`src/rtl/stk_pkg.sv`:
```
package stk_pkg;
  localparam logic [4:0] PUSH_BASE = 5'b01010; // 0x50..0x57
  localparam logic [4:0] POP_BASE  = 5'b01011; // 0x58..0x5F

  typedef enum logic [2:0] {
    S_IDLE,
    S_WR,
    S_RD,
    S_CAP,
    S_FIN
  } seq_state_e;

  typedef struct packed {
    logic       legal;
    logic       is_pop;
    logic [2:0] idx;
  } op_dec_t;

  function automatic op_dec_t decode_op(input logic [7:0] op);
    op_dec_t d;
    d.idx    = op[2:0];
    d.is_pop = (op[7:3] == POP_BASE);
    d.legal  = (op[7:3] == PUSH_BASE) || (op[7:3] == POP_BASE);
    return d;
  endfunction
endpackage

```
`src/rtl/stk_decode.sv`:
```
module stk_decode
  import stk_pkg::*;
#(
  parameter int IDX_W = 3
) (
  input  logic [7:0]       op_i,
  output logic             legal_o,
  output logic             is_pop_o,
  output logic [IDX_W-1:0] idx_o
);
  op_dec_t dec;

  always_comb begin
    dec      = decode_op(op_i);
    legal_o  = dec.legal;
    is_pop_o = dec.is_pop;
    idx_o    = IDX_W'(dec.idx);
  end
endmodule

```
`src/rtl/stk_regfile.sv`:
```
module stk_regfile #(
  parameter int DATA_W = 32,
  parameter int NREG   = 8,
  parameter int SP_IDX = 4,
  localparam int IDX_W = $clog2(NREG)
) (
  input  logic              clk_i,
  input  logic              rst_ni,
  // port priority: dst > sp > ext
  input  logic              ext_we_i,
  input  logic [IDX_W-1:0]  ext_idx_i,
  input  logic [DATA_W-1:0] ext_data_i,
  input  logic              sp_we_i,
  input  logic [DATA_W-1:0] sp_data_i,
  input  logic              dst_we_i,
  input  logic [IDX_W-1:0]  dst_idx_i,
  input  logic [DATA_W-1:0] dst_data_i,
  input  logic [IDX_W-1:0]  src_idx_i,
  output logic [DATA_W-1:0] src_data_o,
  input  logic [IDX_W-1:0]  dbg_idx_i,
  output logic [DATA_W-1:0] dbg_data_o,
  output logic [DATA_W-1:0] sp_o
);
  logic [DATA_W-1:0] regs_q [NREG];

  for (genvar g = 0; g < NREG; g++) begin : g_reg
    logic hit_dst, hit_sp, hit_ext;
    assign hit_dst = dst_we_i && (dst_idx_i == IDX_W'(g));
    assign hit_sp  = sp_we_i && (g == SP_IDX);
    assign hit_ext = ext_we_i && (ext_idx_i == IDX_W'(g));

    always_ff @(posedge clk_i or negedge rst_ni) begin
      if (!rst_ni)      regs_q[g] <= '0;
      else if (hit_dst) regs_q[g] <= dst_data_i;
      else if (hit_sp)  regs_q[g] <= sp_data_i;
      else if (hit_ext) regs_q[g] <= ext_data_i;
    end
  end

  assign src_data_o = regs_q[src_idx_i];
  assign dbg_data_o = regs_q[dbg_idx_i];
  assign sp_o       = regs_q[SP_IDX];
endmodule

```
`src/rtl/stk_seq.sv`:
```
module stk_seq
  import stk_pkg::*;
#(
  parameter int DATA_W = 32,
  parameter int NREG   = 8,
  localparam int IDX_W = $clog2(NREG),
  localparam int NBYTE = DATA_W / 8,
  localparam int CNT_W = (NBYTE > 1) ? $clog2(NBYTE) : 1
) (
  input  logic              clk_i,
  input  logic              rst_ni,
  input  logic              op_valid_i,
  input  logic              legal_i,
  input  logic              is_pop_i,
  input  logic [IDX_W-1:0]  idx_i,
  input  logic [DATA_W-1:0] src_data_i,
  input  logic [DATA_W-1:0] sp_i,
  output logic              idle_o,
  output logic              busy_o,
  output logic              done_o,
  output logic              err_o,
  output logic              sp_we_o,
  output logic [DATA_W-1:0] sp_data_o,
  output logic              dst_we_o,
  output logic [IDX_W-1:0]  dst_idx_o,
  output logic [DATA_W-1:0] dst_data_o,
  output logic              mem_req_o,
  output logic              mem_we_o,
  output logic [DATA_W-1:0] mem_addr_o,
  output logic [7:0]        mem_wdata_o,
  input  logic [7:0]        mem_rdata_i
);
  localparam logic [CNT_W-1:0] LAST = CNT_W'(NBYTE - 1);
  localparam logic [DATA_W-1:0] STEP = DATA_W'(NBYTE);

  seq_state_e        state_q, state_d;
  logic [CNT_W-1:0]  cnt_q, cnt_d;
  logic [DATA_W-1:0] base_q, base_d;
  logic [DATA_W-1:0] word_q, word_d;
  logic              pop_q, pop_d;
  logic [IDX_W-1:0]  idx_q, idx_d;
  logic              err_q, err_d;
  logic              accept;

  assign accept = (state_q == S_IDLE) && op_valid_i && legal_i;

  always_comb begin
    state_d   = state_q;
    cnt_d     = cnt_q;
    base_d    = base_q;
    word_d    = word_q;
    pop_d     = pop_q;
    idx_d     = idx_q;
    err_d     = 1'b0;
    sp_we_o   = 1'b0;
    sp_data_o = '0;
    dst_we_o  = 1'b0;
    mem_req_o = 1'b0;
    mem_we_o  = 1'b0;
    unique case (state_q)
      S_IDLE: begin
        if (op_valid_i && !legal_i) err_d = 1'b1;
        if (accept) begin
          pop_d = is_pop_i;
          idx_d = idx_i;
          cnt_d = '0;
          if (is_pop_i) begin
            base_d  = sp_i;
            state_d = S_RD;
          end else begin
            // source read before decrement: push of SP stores old value
            word_d    = src_data_i;
            base_d    = sp_i - STEP;
            sp_we_o   = 1'b1;
            sp_data_o = sp_i - STEP;
            state_d   = S_WR;
          end
        end
      end
      S_WR: begin
        mem_req_o = 1'b1;
        mem_we_o  = 1'b1;
        cnt_d     = cnt_q + 1'b1;
        if (cnt_q == LAST) state_d = S_FIN;
      end
      S_RD: begin
        mem_req_o = 1'b1;
        cnt_d     = cnt_q + 1'b1;
        if (cnt_q != '0) word_d = {mem_rdata_i, word_q[DATA_W-1:8]};
        if (cnt_q == LAST) state_d = S_CAP;
      end
      S_CAP: begin
        word_d  = {mem_rdata_i, word_q[DATA_W-1:8]};
        state_d = S_FIN;
      end
      S_FIN: begin
        if (pop_q) begin
          sp_we_o   = 1'b1;
          sp_data_o = base_q + STEP;
          dst_we_o  = 1'b1;
        end
        state_d = S_IDLE;
      end
      default: state_d = S_IDLE;
    endcase
  end

  always_ff @(posedge clk_i or negedge rst_ni) begin
    if (!rst_ni) begin
      state_q <= S_IDLE;
      cnt_q   <= '0;
      base_q  <= '0;
      word_q  <= '0;
      pop_q   <= 1'b0;
      idx_q   <= '0;
      err_q   <= 1'b0;
    end else begin
      state_q <= state_d;
      cnt_q   <= cnt_d;
      base_q  <= base_d;
      word_q  <= word_d;
      pop_q   <= pop_d;
      idx_q   <= idx_d;
      err_q   <= err_d;
    end
  end

  assign idle_o      = (state_q == S_IDLE);
  assign busy_o      = !idle_o;
  assign done_o      = (state_q == S_FIN);
  assign err_o       = err_q;
  assign dst_idx_o   = idx_q;
  assign dst_data_o  = word_q;
  assign mem_addr_o  = base_q + DATA_W'(cnt_q);
  assign mem_wdata_o = word_q[8*cnt_q +: 8];
endmodule

```
`src/rtl/stk_pushpop_unit.sv`:
```
module stk_pushpop_unit #(
  parameter int DATA_W = 32,
  parameter int NREG   = 8,
  parameter int SP_IDX = 4,
  localparam int IDX_W = $clog2(NREG)
) (
  input  logic              clk_i,
  input  logic              rst_ni,
  input  logic              op_valid_i,
  input  logic [7:0]        op_i,
  output logic              busy_o,
  output logic              done_o,
  output logic              err_o,
  input  logic              rf_we_i,
  input  logic [IDX_W-1:0]  rf_waddr_i,
  input  logic [DATA_W-1:0] rf_wdata_i,
  input  logic [IDX_W-1:0]  rf_raddr_i,
  output logic [DATA_W-1:0] rf_rdata_o,
  output logic              mem_req_o,
  output logic              mem_we_o,
  output logic [DATA_W-1:0] mem_addr_o,
  output logic [7:0]        mem_wdata_o,
  input  logic [7:0]        mem_rdata_i
);
  logic              legal, is_pop;
  logic [IDX_W-1:0]  idx;
  logic [DATA_W-1:0] src_data, sp;
  logic              idle, ext_we;
  logic              sp_we, dst_we;
  logic [DATA_W-1:0] sp_data, dst_data;
  logic [IDX_W-1:0]  dst_idx;

  stk_decode #(.IDX_W(IDX_W)) u_dec (
    .op_i     (op_i),
    .legal_o  (legal),
    .is_pop_o (is_pop),
    .idx_o    (idx)
  );

  assign ext_we = rf_we_i && idle && !op_valid_i;

  stk_regfile #(.DATA_W(DATA_W), .NREG(NREG), .SP_IDX(SP_IDX)) u_rf (
    .clk_i      (clk_i),
    .rst_ni     (rst_ni),
    .ext_we_i   (ext_we),
    .ext_idx_i  (rf_waddr_i),
    .ext_data_i (rf_wdata_i),
    .sp_we_i    (sp_we),
    .sp_data_i  (sp_data),
    .dst_we_i   (dst_we),
    .dst_idx_i  (dst_idx),
    .dst_data_i (dst_data),
    .src_idx_i  (idx),
    .src_data_o (src_data),
    .dbg_idx_i  (rf_raddr_i),
    .dbg_data_o (rf_rdata_o),
    .sp_o       (sp)
  );

  stk_seq #(.DATA_W(DATA_W), .NREG(NREG)) u_seq (
    .clk_i       (clk_i),
    .rst_ni      (rst_ni),
    .op_valid_i  (op_valid_i),
    .legal_i     (legal),
    .is_pop_i    (is_pop),
    .idx_i       (idx),
    .src_data_i  (src_data),
    .sp_i        (sp),
    .idle_o      (idle),
    .busy_o      (busy_o),
    .done_o      (done_o),
    .err_o       (err_o),
    .sp_we_o     (sp_we),
    .sp_data_o   (sp_data),
    .dst_we_o    (dst_we),
    .dst_idx_o   (dst_idx),
    .dst_data_o  (dst_data),
    .mem_req_o   (mem_req_o),
    .mem_we_o    (mem_we_o),
    .mem_addr_o  (mem_addr_o),
    .mem_wdata_o (mem_wdata_o),
    .mem_rdata_i (mem_rdata_i)
  );
endmodule

```
`config.mk`:
```
export PLATFORM = sky130hd
export DESIGN_NAME = stk_pushpop_unit
export DESIGN_NICKNAME = d
export VERILOG_FILES = /design/src/rtl/stk_pkg.sv /design/src/rtl/stk_decode.sv /design/src/rtl/stk_regfile.sv /design/src/rtl/stk_seq.sv /design/src/rtl/stk_pushpop_unit.sv
export SDC_FILE = /design/constraint.sdc
export NUM_CORES = 1
export LEC_CHECK = 0
export BUFFER_PORTS_ARGS = -buffer_cell sky130_fd_sc_hd__buf_2
export CAP_MARGIN = 40
export CORE_UTILIZATION = 58
export CTS_BUF_LIST = sky130_fd_sc_hd__clkbuf_8
export DETAILED_ROUTE_END_ITERATION = 6
export PLACE_DENSITY = 0.8
export RECOVER_POWER = 100
export SLEW_MARGIN = 15
export SYNTH_ARGS = -nofsm -noshare
export SYNTH_HDL_FRONTEND = slang
export SYNTH_SLANG_ARGS = --single-unit
```
`constraint.sdc`:
```
create_clock -name clk_i -period 2.4 [get_ports clk_i]
set_input_delay 0 -clock clk_i [delete_from_list [all_inputs] [get_ports clk_i]]
set_output_delay 0 -clock clk_i [all_outputs]
set_load 0.05 [all_outputs]
```
==> flow_metrics.tcl, run 1 <==
set metrics [dict create \
    crit_family "simple AND/OR/NAND/NOR gates" \
    pwr-share-comb_pct 45.8 \
    fmax_mhz 387.9 \
    slowest_delay_ns 0.57 \
    dpl.cell_count 2697 \
    grt_pass1_wl_um 113400 \
    fin_skew_ns 0.03445 \
    start_kind "flip-flop" \
    grt_max_degree 65 \
    critPathCaptureType "output port" \
    numCtsBuffers 55 \
    grt_use_total_pct 39.41 \
    num_rows 70 \
    synth_area_leaders "dfrtp_1 38%, mux4_2 14%, mux2i_1 12%, o21ai_0 4.5%, nand2_1 4.4%" \
    crit_chain "nand3_2, or4_4, or3_4, nor2_4, xor2_4, buf_6" \
    vias 19760 \
    leakage_nw 11.48 \
    worst_pin_slew_ns 1.232 \
    worstPathRequired_ns 2.40 \
    r2r_setup_slack_ns -0.14 \
    clockBufferDepth 3 \
    tritoncts "built" \
    final_nets 2422 \
    die_h_um 194.9 \
    ys_warn_count 0 \
    relSlewSlack_pct 17.89 \
    cts_sinks 330 \
    crit_end "mem_addr_o[24]" \
    routed_wl_um 75350 \
    routabilityCongestion 0.9542 \
    dr.pass1.iters 7 \
    multi_input_area_um2 12560 \
    ant_nets 0 \
    syn_area_per_cell_um2 9.864 \
    yosysTopAreaCell "dfrtp_1" \
    synth_edf_count 0 \
    synth_most_common_cell "dfrtp_1" \
    synth_top_cell_area_share_pct 38.28 \
    path_max_fanout 5 \
    vias_per_cell 6.891 \
    critical_path_buf_inv_count 1 \
    drv_slew 0 \
    drc 5 \
    grt_antenna_before_repair 2 \
    drive_gt1_share_pct 26.39 \
    fillers 2618 \
    die_x_um 194.9 \
    setup_viol 47 \
    synth_flop_cell "dfrtp_1" \
    violations "DRC, setup timing" \
    ir_worst_vdd_uv 825.0 \
    hold_class "input port to flip-flop" \
    drtIter0Drc 2743 \
    synth_commonest_cells "330 x dfrtp_1, 256 x mux2i_1, 252 x nand2_1, 194 x nor2_1, 194 x o21ai_0" \
    power_density_nw_per_um2 1169 \
    slowest_stage "or4_4" \
    hold_viol_final 0 \
    cp.depth 6 \
    r2r-end "u_rf.sp_o[30]$_DFFE_PN0P_" \
    ios 135 \
    dp.final_hpwl_um 49860 \
    p_sw_share_pct 44.78 \
    p_int_mw 16.46 \
    fin_crit_sh_pct 107.4 \
    r2r_start "u_seq.base_q[8]$_DFFE_PN0P_" \
    fp.dieArea_um2 37970 \
    ys_ff_latch 330 \
    cts-root-buf "clkbuf_8" \
    netlist_instances 2187 \
    cts-htree-levels 2 \
    ys_seq_area_share_pct 38.28 \
    rsz0062_at_grt "yes" \
    path_clk_slew_ns 0.06 \
    synthToLayoutAreaGrowth_pct 18.19 \
    pwr-share-clk_pct 17.3 \
    start_util_pct 58.93 \
    regArea_um2 8263 \
    core_um2 36610 \
    syn_nets 2253 \
    ys_async_sr_fraction_pct 100.0 \
    seqPwrFrac_pct 36.9 \
    grt_pass1_vias 19830 \
    r2r_cells 9 \
    instances_no_fill 2868 \
    synth.distinct_cells 68 \
    wl_per_cell_um 26.27 \
    power.switching_mw 13.35 \
    port_buffers 134 \
    maxCapViolCount 0 \
    setup_slack_ns -0.1783 \
    fin_crit_ns 2.578 \
    p_total_mw 29.82 \
    crit_type "flip-flop to output port" \
    crit_arrival_ns 2.58 \
    grt-ovfl-total 0 \
    clkLatencyLatePin_ns 0.63 \
    cp-startpoint "u_seq.base_q[8]$_DFFE_PN0P_" \
    outcome "finished, violations left" \
    hold_path_depth 4 \
    syn_area_um2 21570 \
]
per-stage QoR:
step	hold WS (ns)	worst slack, ns	setup TNS (ns)	util, %	instance area, um2
5_1_grt	0.06296	-0.2190	-12.29	69.64	25500
2_1_floorplan	-0.2956	-0.01202	-0.02403	-	21630
4_1_cts	0.08169	-0.1750	-0.8687	69.81	25560
3_3_place_gp	0.01761	0.07902	0	64.58	23640
6_report	0.09791	-0.1783	-2.776	69.64	25500
3_5_place_dp	0.01882	0.06785	0	64.58	23640
worst min-delay path by stage:
stage / slack [ns] / endpoint / startpoint
2_1_floorplan: -0.30 / u_rf.regs_q[0]$_DFFE_PN0P_ / rst_ni
3_3_place_gp: 0.02 / u_seq.base_q[4]$_DFFE_PN0P_ / rst_ni
3_5_place_dp: 0.02 / u_seq.base_q[6]$_DFFE_PN0P_ / rst_ni
4_1_cts: 0.08 / u_rf.regs_q[181]$_DFFE_PN0P_ / rf_waddr_i[0]
5_1_grt: 0.06 / u_rf.regs_q[182]$_DFFE_PN0P_ / rf_waddr_i[0]
6_report: 0.1 / u_rf.regs_q[181]$_DFFE_PN0P_ / rf_waddr_i[0]
layer usage:
layer / routed length [um] / global-route usage, %
met5: 19 / 0
met2: 33610 / 59.39
met1: 27030 / 51.43
met4: 4224 / 22.11
met3: 10470 / 11.24
power by group through the flow:
stage / Clock, mW / Sequential [mW] / Combinational, mW
2_1_floorplan: 0 / 9.39 / 9.93
5_1_grt: 5.40 / 11.2 / 14.5
3_3_place_gp: 0 / 10.6 / 12.5
4_1_cts: 5.15 / 10.8 / 13.4
3_5_place_dp: 0 / 10.8 / 12.9
6_report: 5.15 / 11.0 / 13.6
registers in the layout (all words and copies together), names as in the netlist:
register,flops
u_rf.regs_q,224
u_seq.base_q,32
u_seq.state_q,3
u_seq.dst_data_o,32
u_seq.pop_q,1
u_seq.err_o,1
u_seq.dst_idx_o,3
u_seq.cnt_q,2
u_rf.sp_o,32
cells by family after synthesis:
logic type / count (synthesis) / synth area share (%)
AO/OA/AOI/OAI: 460 / 12.07
adder cells (fa/ha/maj): 8 / 0.4988
multiplexers: 425 / 27.80
AND/OR/NAND/NOR: 599 / 12.44
XOR/XNOR: 92 / 3.735
flip-flops: 330 / 38.28
buffers and inverters: 273 / 5.179
timing repair:
action	4_1_cts	5_1_grt
gates resized for setup	62	29
pin swaps	9	16
hold endpoints to repair	587	0
setup endpoints to repair	26	63
setup buffers	10	10
hold buffers	50	0
final cells by class:
| type | instances | area share (%) |
|---|---|---|
| clock inverter | 33 | 0.7508 |
| antenna | 1 | 0.009814 |
| timing repair buffer | 369 | 11.44 |
| tap | 468 | 2.297 |
| inverter | 16 | 0.2355 |
| clock buffer | 67 | 3.617 |
| sequential | 330 | 32.41 |
| multi-input combinational | 1584 | 49.24 |
cells in the final DEF (no fill, tap or decap), drive strengths merged, types with 5 or more instances in the layout:
cell type,Yosys,routed
xnor2,66,66
nand4,22,22
nor3,31,31
mux4,136,136
o22ai,24,24
nand2,253,253
dlygate4sd3,0,49
or4,7,7
mux2i,256,256
nor4,15,15
nand2b,6,6
buf,95,238
a21oi,171,171
xor2,26,26
clkbuf,162,149
mux2,33,33
a22oi,12,12
clkinv,0,12
a211oi,6,6
or3,13,13
a221oi,12,12
nand3,23,23
o31ai,5,5
o31a,6,6
a31oi,5,5
nor2,195,195
and4,5,5
dfrtp,330,330
o21ai,201,201
ha,7,7
inv,16,35
worst register-to-register path, stage by stage, from the launching register on:
cell and delay (ns):
dfrtp_1 0.37, nand3_2 0.11, or4_4 0.57, buf_4 0.16, buf_6 0.11, buf_4 0.15, o31a_1 0.24, nor3_2 0.29
o21ai_1 0.09, a221o_1 0.29
No activity file was read; power rests on OpenSTA's default activity.
==> run 2, diff against run 1 <==
--- a/config.mk
+++ b/config.mk
@@ -6,7 +6,7 @@
 export NUM_CORES = 1
 export LEC_CHECK = 0
 export BUFFER_PORTS_ARGS = -buffer_cell sky130_fd_sc_hd__buf_2
-export CAP_MARGIN = 40
+export CAP_MARGIN = 30
 export CORE_UTILIZATION = 58
 export CTS_BUF_LIST = sky130_fd_sc_hd__clkbuf_8
 export DETAILED_ROUTE_END_ITERATION = 6
==> constraint.sdc (replaced) <==
create_clock -name clk_i -period 2.3 [get_ports clk_i]
set_input_delay 0 -clock clk_i [delete_from_list [all_inputs] [get_ports clk_i]]
set_output_delay 0 -clock clk_i [all_outputs]
set_load 0.05 [all_outputs]
==> run 2 against run 1 <==
The flow finishes with violations (DRC, capacitance limit, slew limit, setup timing). Cell area grew 2.5%. Sequential power grew 5%. Non-clock buffer count grew 27. First-iteration DRC count shrank 9.1%. Wire length grew 1.2%. Highest routed layer unchanged. Die area is the same. Total power grew 6.1%.
==> flow_metrics.tcl, run 2 (synthesized netlist as in run 1, its figures left out) <==
set metrics [dict create \
    ios 135 \
    numCtsBuffers 54 \
    path_max_fanout 5 \
    fin_crit_sh_pct 114.9 \
    antenna_cells 0 \
    setup_viol 48 \
    utilization_pct 71.36 \
    outcome "finished, violations left" \
    grt_max_degree 76 \
    p_total_mw 31.65 \
    clockBufferDepth 3 \
    wl_per_cell_um 26.37 \
    setup_slack_ns -0.3424 \
    vias 19600 \
    start_kind "flip-flop" \
    cts_sinks 330 \
    drt-met1-wl_um 27620 \
    highest-signal-layer "met5" \
    dpl.cell_count 2700 \
    die_x_um 194.9 \
    violations "DRC, capacitance limit, slew limit, setup timing" \
    power_density_nw_per_um2 1211 \
    fp.dieArea_um2 37970 \
    relSlewSlack_pct -2.069 \
    fin_crit_ns 2.642 \
    num_rows 70 \
    slowest_stage "or4_4" \
    regMostFlops "u_rf.regs_q" \
    drv_slew 60 \
    synthToLayoutAreaGrowth_pct 21.11 \
    crit_type "flip-flop to output port" \
    drtIter0Drc 2493 \
    critPathCaptureType "output port" \
    cts-htree-levels 2 \
    grt_pass1_wl_um 113500 \
    maxCapViolCount 1 \
    hold_class "input port to flip-flop" \
    instances_no_fill 2893 \
    worst_pin_slew_ns 1.531 \
    met3_length_um 9976 \
    die_h_um 194.9 \
    drc 1 \
    grt_use_total_pct 39.61 \
    grt_pass1_vias 19680 \
    setup-tns-final_ns -5.331 \
    vias_per_cell 6.774 \
    leakage_nw 11.84 \
    grt_antenna_before_repair 5 \
    worstPathRequired_ns 2.30 \
    fin_skew_ns 0.02560 \
    routed_wl_um 76280 \
    start_util_pct 58.93 \
    dr.pass1.iters 7 \
    dp.final_hpwl_um 48590 \
    drive_gt1_share_pct 29.03 \
    hold_viol_final 0 \
    tritoncts "built" \
    slowest_delay_ns 0.56 \
    ant_nets 0 \
    path_clk_slew_ns 0.07 \
    core_um2 36610 \
    dr_wl_met2_um 34160 \
    crit_arrival_ns 2.64 \
    crit_chain "nand4_2, or4_4, or3_4, nor2_4, xor2_4, buf_6" \
    grt-ovfl-total 0 \
    routabilityCongestion 0.9859 \
    final_common_cell "dfrtp_1" \
    whs_ns 0.07577 \
    rsz0062_at_grt "yes" \
    final_nets 2448 \
    clkLatencyLatePin_ns 0.64 \
    ir_worst_vdd_uv 742.4 \
    port_buffers 134 \
    cts-root-buf "clkbuf_8" \
    largest_reg_flops 224 \
    layout_common_cells "327 x dfrtp_1, 256 x mux2i_1, 246 x nand2_1, 192 x o21ai_0, 179 x nor2_1" \
    fmax_mhz 378.4 \
]
-- run 2: changes by cell type in the layout (fill, tap and decap cells not counted), sizes merged --
cell	delta
buf	+37
clkbuf	-5
clkinv	-3
clkinvlp	+1
diode	-1
inv	-4
-- run 2: area by class of cell --
| type | instances | area, um2 |
|---|---|---|
| clock buffers | 72 | 991.0 |
| clock inverters | 27 | 178.9 |
| fillers | 2507 | 10480 |
| inverters | 16 | 60.06 |
| multi-input cells | 1584 | 12830 |
| flip-flops and latches | 330 | 8262 |
| well taps | 468 | 585.6 |
| repair buffers | 396 | 3218 |
-- run 2: worst paths after layout --
check                                        startpoint                      endpoint  slack [ns]  cells past startpoint
hold reg to reg            u_rf.regs_q[225]$_DFFE_PN0P_  u_rf.regs_q[225]$_DFFE_PN0P_        0.51                      2
setup / recovery           u_seq.base_q[15]$_DFFE_PN0P_                mem_addr_o[28]       -0.34                      6
max in group asynchronous                        rst_ni   u_rf.regs_q[86]$_DFFE_PN0P_        0.38                      3
setup reg to reg           u_seq.state_q[2]$_DFFE_PN0P_    u_seq.cnt_q[0]$_DFFE_PN0P_       -0.17                      5
hold / removal                            rf_waddr_i[0]   u_rf.regs_q[64]$_DFFE_PN0P_        0.08                      5
min in group asynchronous                        rst_ni  u_rf.regs_q[241]$_DFFE_PN0P_        0.69                      3
-- run 2: repair_timing --
action / in CTS / in global routing
endpoints found under the hold margin: 596 / 0
pin swaps: 23 / 44
resized for setup: 98 / 71
gates cloned: 0 / 3
endpoints found under the setup margin: 30 / 148
buffers inserted: 19 / 23
hold buffers: 50 / 0
-- run 2: routing by layer --
layer | track usage, % | vias to the layer above
li1 | - | 8263
met1 | 49.88 | 9530
met2 | 60.15 | 1459
met3 | 13.43 | 336
met4 | 22.13 | 8
met5 | 0 | -
-- run 2: worst max-delay path, delay by kind of cell, from the launching register on --
| kind | cells | cell delay (ns) |
|---|---|---|
| XOR/XNOR | 1 | 0.16 |
| buffers and inverters | 1 | 0.17 |
| flip-flops | 1 | 0.37 |
| AND/OR/NAND/NOR | 4 | 1.31 |
-- run 2: power by group --
| group | switching, mW | internal [mW] | leakage, nW |
|---|---|---|---|
| logic | 8.37 | 6.14 | 7.17 |
| registers | 3.17 | 8.41 | 4.01 |
| clock network | 2.53 | 3.03 | 0.660 |
| total | 14.1 | 17.6 | 11.8 |
-- run 2: metrics by stage --
| step | setup slack, ns | instance area, um2 |
|---|---|---|
| 6_report | -0.3424 | 26130 |
| 5_1_grt | -0.3945 | 26130 |
| 4_1_cts | -0.3636 | 25840 |
| 3_5_place_dp | -0.05317 | 23650 |
| 3_3_place_gp | -0.02188 | 23650 |
| 2_1_floorplan | -0.04263 | 21690 |
